### src/rtl/mac_pkg.sv
package mac_pkg;
  localparam int DATA_W = 16;
  localparam int ACC_W  = 40;
  localparam int NORM_W = 32;

  typedef enum logic [2:0] {
    OP_ZERO     = 3'd0,
    OP_ADD_PROD = 3'd1,
    OP_SUB_PROD = 3'd2,
    OP_LOAD     = 3'd3,
    OP_LOAD_NEG = 3'd4,
    OP_SUM      = 3'd5,
    OP_DIFF     = 3'd6,
    OP_NEGATE   = 3'd7
  } op_e;
endpackage

### src/rtl/mac_mult.sv
module mac_mult #(
  parameter int DW = 16,
  parameter int AW = 40
) (
  input  logic [DW-1:0]        x_i,
  input  logic [DW-1:0]        y_i,
  input  logic                 uns_i,
  input  logic                 frac_i,
  output logic signed [AW-1:0] prod_o
);
  localparam int EW = DW + 1;
  localparam int PW = 2 * EW;

  logic signed [EW-1:0] xe, ye;
  logic signed [PW-1:0] p;
  logic signed [AW-1:0] full;

  always_comb begin
    // extension bit follows the signed/unsigned selection
    xe = {~uns_i & x_i[DW-1], x_i};
    ye = {~uns_i & y_i[DW-1], y_i};
    p = xe * ye;
    full = {{(AW-PW){p[PW-1]}}, p};
    // fractional mode doubles the product
    prod_o = frac_i ? (full <<< 1) : full;
  end
endmodule

### src/rtl/mac_sat.sv
module mac_sat #(
  parameter int AW = 40,
  parameter int NW = 32
) (
  input  logic signed [AW:0]   raw_i,
  input  logic                 en_i,
  input  logic                 super_i,
  output logic signed [AW-1:0] val_o,
  output logic                 clamped_o
);
  logic out_norm, out_super, hit;

  always_comb begin
    out_norm  = !((&raw_i[AW:NW-1]) || !(|raw_i[AW:NW-1]));
    out_super = raw_i[AW] ^ raw_i[AW-1];
    hit = en_i && (super_i ? out_super : out_norm);
    clamped_o = hit;
    if (!hit)
      val_o = raw_i[AW-1:0];                 // wrap modulo 2^AW
    else if (super_i)
      val_o = raw_i[AW] ? {1'b1, {(AW-1){1'b0}}} : {1'b0, {(AW-1){1'b1}}};
    else
      val_o = raw_i[AW] ? {{(AW-NW+1){1'b1}}, {(NW-1){1'b0}}}
                        : {{(AW-NW+1){1'b0}}, {(NW-1){1'b1}}};
  end
endmodule

### src/rtl/mac_round.sv
module mac_round #(
  parameter int DW = 16,
  parameter int AW = 40
) (
  input  logic [AW-1:0] acc_i,
  input  logic          conv_i,
  input  logic          wbsat_i,
  output logic [DW-1:0] word_o
);
  localparam int RW = AW - DW + 1;

  logic [DW-1:0] low;
  logic          half, up, ovr;
  logic [RW-1:0] r;

  always_comb begin
    low  = acc_i[DW-1:0];
    half = (low == {1'b1, {(DW-1){1'b0}}});
    // ties go up (conventional) or to even (convergent)
    up   = conv_i ? (low[DW-1] && (!half || acc_i[DW])) : low[DW-1];
    r    = {acc_i[AW-1], acc_i[AW-1:DW]} + RW'(up);
    ovr  = !((&r[RW-1:DW-1]) || !(|r[RW-1:DW-1]));
    // optional clamp of the write-back word
    if (wbsat_i && ovr)
      word_o = r[RW-1] ? {1'b1, {(DW-1){1'b0}}} : {1'b0, {(DW-1){1'b1}}};
    else
      word_o = r[DW-1:0];
  end
endmodule

### src/rtl/mac_engine.sv
module mac_engine
  import mac_pkg::*;
#(
  parameter int DW = DATA_W,
  parameter int AW = ACC_W,
  parameter int NW = NORM_W
) (
  input  logic          clk,
  input  logic          rst_n,
  input  logic          cfg_frac,
  input  logic          cfg_unsigned,
  input  logic          cfg_convergent,
  input  logic          cfg_sat_a,
  input  logic          cfg_sat_b,
  input  logic          cfg_sat_wb,
  input  logic          cfg_super,
  input  logic          clr_sticky,
  input  logic          in_valid,
  output logic          in_ready,
  input  logic [2:0]    in_op,
  input  logic          in_tgt,
  input  logic [DW-1:0] in_x,
  input  logic [DW-1:0] in_y,
  output logic          out_valid,
  input  logic          out_ready,
  output logic [DW-1:0] out_word,
  output logic [AW-1:0] acc_a,
  output logic [AW-1:0] acc_b,
  output logic          ovf_a,
  output logic          ovf_b,
  output logic          sat_a,
  output logic          sat_b
);
  localparam int NACC = 2;

  op_e                  op;
  logic                 fire;
  logic signed [AW-1:0] prod, cur, oth, res;
  logic signed [AW-1:0] acc_q [NACC];
  logic signed [AW:0]   raw;
  logic [NACC-1:0]      sat_en, ovf_q, stk_q;
  logic                 clamped;
  logic [DW-1:0]        word;

  assign op       = op_e'(in_op);
  assign in_ready = !out_valid || out_ready;
  assign fire     = in_valid && in_ready;
  assign sat_en   = {cfg_sat_b, cfg_sat_a};

  mac_mult #(.DW(DW), .AW(AW)) u_mult (
    .x_i(in_x), .y_i(in_y), .uns_i(cfg_unsigned), .frac_i(cfg_frac), .prod_o(prod)
  );

  always_comb begin
    cur = acc_q[in_tgt];
    oth = acc_q[~in_tgt];
    case (op)
      OP_ZERO:     raw = '0;
      OP_ADD_PROD: raw = {cur[AW-1], cur} + {prod[AW-1], prod};
      OP_SUB_PROD: raw = {cur[AW-1], cur} - {prod[AW-1], prod};
      OP_LOAD:     raw = {prod[AW-1], prod};
      OP_LOAD_NEG: raw = '0 - {prod[AW-1], prod};
      OP_SUM:      raw = {cur[AW-1], cur} + {oth[AW-1], oth};
      OP_DIFF:     raw = {cur[AW-1], cur} - {oth[AW-1], oth};
      OP_NEGATE:   raw = '0 - {cur[AW-1], cur};
      default:     raw = '0;
    endcase
  end

  mac_sat #(.AW(AW), .NW(NW)) u_sat (
    .raw_i(raw), .en_i(sat_en[in_tgt]), .super_i(cfg_super),
    .val_o(res), .clamped_o(clamped)
  );

  mac_round #(.DW(DW), .AW(AW)) u_round (
    .acc_i(res), .conv_i(cfg_convergent), .wbsat_i(cfg_sat_wb), .word_o(word)
  );

  for (genvar g = 0; g < NACC; g++) begin : g_acc
    logic signed [AW-1:0] acc_r;
    logic                 ovf_r, stk_r;
    logic                 hit;
    assign hit = fire && (in_tgt == 1'(g));
    always_ff @(posedge clk or negedge rst_n) begin
      if (!rst_n) begin
        acc_r <= '0;
        ovf_r <= 1'b0;
        stk_r <= 1'b0;
      end else begin
        if (hit) begin
          acc_r <= res;
          ovf_r <= !((&res[AW-1:NW-1]) || !(|res[AW-1:NW-1]));
        end
        if (hit && clamped) stk_r <= 1'b1;
        else if (clr_sticky) stk_r <= 1'b0;
      end
    end
    assign acc_q[g] = acc_r;
    assign ovf_q[g] = ovf_r;
    assign stk_q[g] = stk_r;
  end

  always_ff @(posedge clk or negedge rst_n) begin
    if (!rst_n) begin
      out_valid <= 1'b0;
      out_word  <= '0;
    end else if (fire) begin
      out_valid <= 1'b1;
      out_word  <= word;
    end else if (out_ready) begin
      out_valid <= 1'b0;
    end
  end

  assign acc_a = acc_q[0];
  assign acc_b = acc_q[1];
  assign ovf_a = ovf_q[0];
  assign ovf_b = ovf_q[1];
  assign sat_a = stk_q[0];
  assign sat_b = stk_q[1];

  p_stall_hold_r10: assert property (@(posedge clk) disable iff (!rst_n)
    out_valid && !out_ready |=> out_valid && $stable(out_word));

  p_no_take_r10: assert property (@(posedge clk) disable iff (!rst_n)
    in_valid && !in_ready |=> $stable(acc_a) && $stable(acc_b));

  p_norm_clamp_r3: assert property (@(posedge clk) disable iff (!rst_n)
    fire && !in_tgt && cfg_sat_a && !cfg_super |=> !ovf_a);

  p_sticky_keep_r9: assert property (@(posedge clk) disable iff (!rst_n)
    sat_a && !clr_sticky |=> sat_a);

  p_zero_op_r1: assert property (@(posedge clk) disable iff (!rst_n)
    fire && in_tgt && (in_op == 3'd0) |=> acc_b == '0);
endmodule

### config.mk
export PLATFORM = sky130hd
export DESIGN_NAME = mac_engine
export DESIGN_NICKNAME = d
export VERILOG_FILES = /design/src/rtl/mac_pkg.sv /design/src/rtl/mac_mult.sv /design/src/rtl/mac_sat.sv /design/src/rtl/mac_round.sv /design/src/rtl/mac_engine.sv
export SDC_FILE = /design/constraint.sdc
export NUM_CORES = 1
export LEC_CHECK = 0
export BUFFER_PORTS_ARGS = -buffer_cell sky130_fd_sc_hd__buf_2
export CAP_MARGIN = 20
export CORE_ASPECT_RATIO = 0.7
export CORE_MARGIN = 2
export CORE_UTILIZATION = 45
export DETAILED_ROUTE_END_ITERATION = 8
export PLACE_DENSITY_LB_ADDON = 0.05
export SYNTH_ARGS = -nofsm -noshare
export SYNTH_HDL_FRONTEND = slang
export SYNTH_SLANG_ARGS = --single-unit
### constraint.sdc
create_clock -name clk -period 25.4 [get_ports clk]
set_input_delay 5.08 -clock clk [delete_from_list [all_inputs] [get_ports clk]]
set_output_delay 5.08 -clock clk [all_outputs]
set_load 0.01 [all_outputs]
==> impl_metrics.ini <==
[synth]
syn_area_um2 = 25800
synthArstFlopShare_pct = 100
synth.most_common_cell = nand2_1
synth_edf_count = 0
synth_ff_type = dfrtp_1
synth_top_area_share_pct = 23.0
synthTopCellsByCount = 438 x nand2_1, 393 x inv_1, 297 x fa_1
synth_top_area_cell = fa_1
synth-seq-cells = 101
yosysSeqAreaShare_pct = 9.78
syn_avg_cell_area_um2 = 7.93
yosys_warnings = 0
ys_top_cells_by_area = fa_1 23%, dfrtp_1 9.8%, ha_1 6.6%, nand2_1 6.4%, inv_1 5.7%
synth_cell_types = 118
syn_inst = 3257
syn_nets = 3739

[cts]
insertion_delay_ps = 360
cts_buffers = 9
clk_path_buf_depth = 2
cts_sinks = 101
cts_tree = built
post_cts_resized = 0
clkSlewWorstSetupHoldPaths_ps = 80
clockRootBuffer = clkbuf_16
postCtsSetupBuffers = 0
ctsHoldBuffers = 0
htree_levels = 3

[sta]
slew_viol_final = 0
grt_setup_unrepaired = false
worst_pin_slew_ps = 1160
relSlewSlack_pct = 22.0
final_hold_viol_count = 0
setup-tns-final_ps = 0
setup_viol = 0
fmax_ghz = 0.0444
skew_ps = 9.09
period_share_pct = 88.6
fin_crit_ps = 22510

[placed_design]
globalplace.congestion = 0.934
hpwl_um = 75600
port_buffers = 149

[run_status]
status = finished clean

[critical_path]
rrSetupSlack_ps = 12610
r2r-start = acc_a[2]
setup.worst_path.start_class = input port
reg2reg_to = out_word[4]
cp_data_arrival_time_ps = 22700
critPathRequiredTime_ps = 25590
cp.depth = 57
crit_path_end = out_word[4]
critPathMaxStageDelay_ps = 1140
cp-startpoint = in_x[15]
cpMostUsedCell = inv_1
cp_max_fo = 19
worstSetupEndpointType = flip-flop
cp_num_buf_inv = 8
crit_type = in -> reg
crit_family = simple AND/OR/NAND/NOR gates
critPathSlowestCell = fa_1
ff2ff_path_depth = 48

[die]
core_um2 = 56700
die_h_um = 204
rows = 73
die_area_um2 = 59400
die_w_um = 290
initial_core_util_pct = 45.5
boundaryPins = 150

[final_layout]
nFillCells = 5686
syn2layout_area_growth_pct = 6.18
drive_gt1_share_pct = 10.3
fin_nets = 3769

[global_route]
globalRoute.totalOverflow = 0
grt_first_pass_wirelength_um = 142000
grt_pass1_vias = 24100
antenna_found_initial = 3
grt_usage_pct = 30.7
grt_max_degree = 74

[detailed_routing]
firstDrtPassIters = 6
drtIter0Drc = 2460
ant_nets = 0
vias = 24600
via_per_inst = 6.07
routed_wl_um = 90800
route.detailed.drc = 0
wire_per_inst_um = 22.5

[run]
max_cap_violations = 0

[hold_path]
min_path_type = reg -> reg
flip-flops by register name (all words and copies together) (netlist names):
name	count
ovf_a	1
out_word	16
acc_a	40
out_valid	1
ovf_b	1
acc_b	40
sat_b	1
sat_a	1
cells in the final DEF, fill, tap and decap left out, types with 27 or more instances in the layout:
cell	instances
a211oi_1	30
a21o_1	35
a21oi_1	183
a31oi_1	27
and2_1	146
buf_2	147
buf_4	37
dfrtp_1	101
fa_1	297
ha_1	137
inv_1	393
mux2_2	53
mux2i_1	72
nand2_1	437
nand3_1	51
nand4_1	30
nor2_1	198
nor3_1	69
o211ai_1	28
o21ai_0	146
o22ai_1	40
xnor2_1	101
xor2_1	54
worst min path at each step:
| stage | startpoint | to | slack, ps | cells after the start |
|---|---|---|---|---|
| global route | ovf_b | ovf_b | 520 | 1 |
| finish | ovf_a | ovf_a | 490 | 2 |
| CTS | ovf_a | ovf_a | 490 | 2 |
| detailed placement | ovf_a | ovf_a | 470 | 2 |
| floorplan | ovf_a | ovf_a | 510 | 2 |
| global placement | ovf_a | ovf_a | 460 | 2 |
final cells by class:
cell class	count	area [µm²]	share of cell area, %
Sequential cell	101	2530	9.21
Inverter	394	1480	5.39
Clock inverter	7	106	0.388
Antenna cell	1	2.50	0.00912
Multi-Input combinational cell	2597	21100	77.1
Clock buffer	9	225	0.821
Timing Repair Buffer	184	1010	3.69
Tap cell	750	938	3.42
worst min-delay path, stage by stage, from the launching register on:
cell	delay [ps]
dfrtp_1	350
nand2_1	50
nand2_1	50
cell families (layout without fill, tap and decap cells):
kind of cell    after synthesis  count (layout)  share of synthesized area [%]
simple gates               1128            1128                           21.5
mux                         126             126                           5.16
flops                       101             101                           9.78
xor+xnor                    157             157                           5.38
fa+ha+maj                   434             434                           29.6
compound gates              752             752                           20.0
other cells                   0               1                              0
buf+inv                     559             594                           8.45
per-stage QoR:
stage	util, %	hold slack [ps]	cell area [µm²]	cells	setup WS, ps
finish	48.4	490	27400	4043	2890
global route	48.4	524	27400	4042	1350
CTS	48.4	490	27400	4042	3150
detailed placement	47.8	471	27100	4026	2820
global placement	47.8	461	27100	4026	3400
floorplan	-	514	25800	3257	5350
per-layer routing:
| layer | GRT usage [%] | wire length [µm] | share of wire [%] | vias to the layer above |
|---|---|---|---|---|
| met5 | 0 | 13 | 0.014 | - |
| met2 | 45.3 | 37900 | 42 | 950 |
| met3 | 5.52 | 7510 | 8.3 | 89 |
| li1 | - | - | - | 11200 |
| met4 | 4.22 | 1190 | 1.3 | 2 |
| met1 | 47.3 | 44300 | 49 | 12300 |
Power is not shown: default switching activity piles up to over one toggle a cycle in this logic, so the estimate is an artifact.
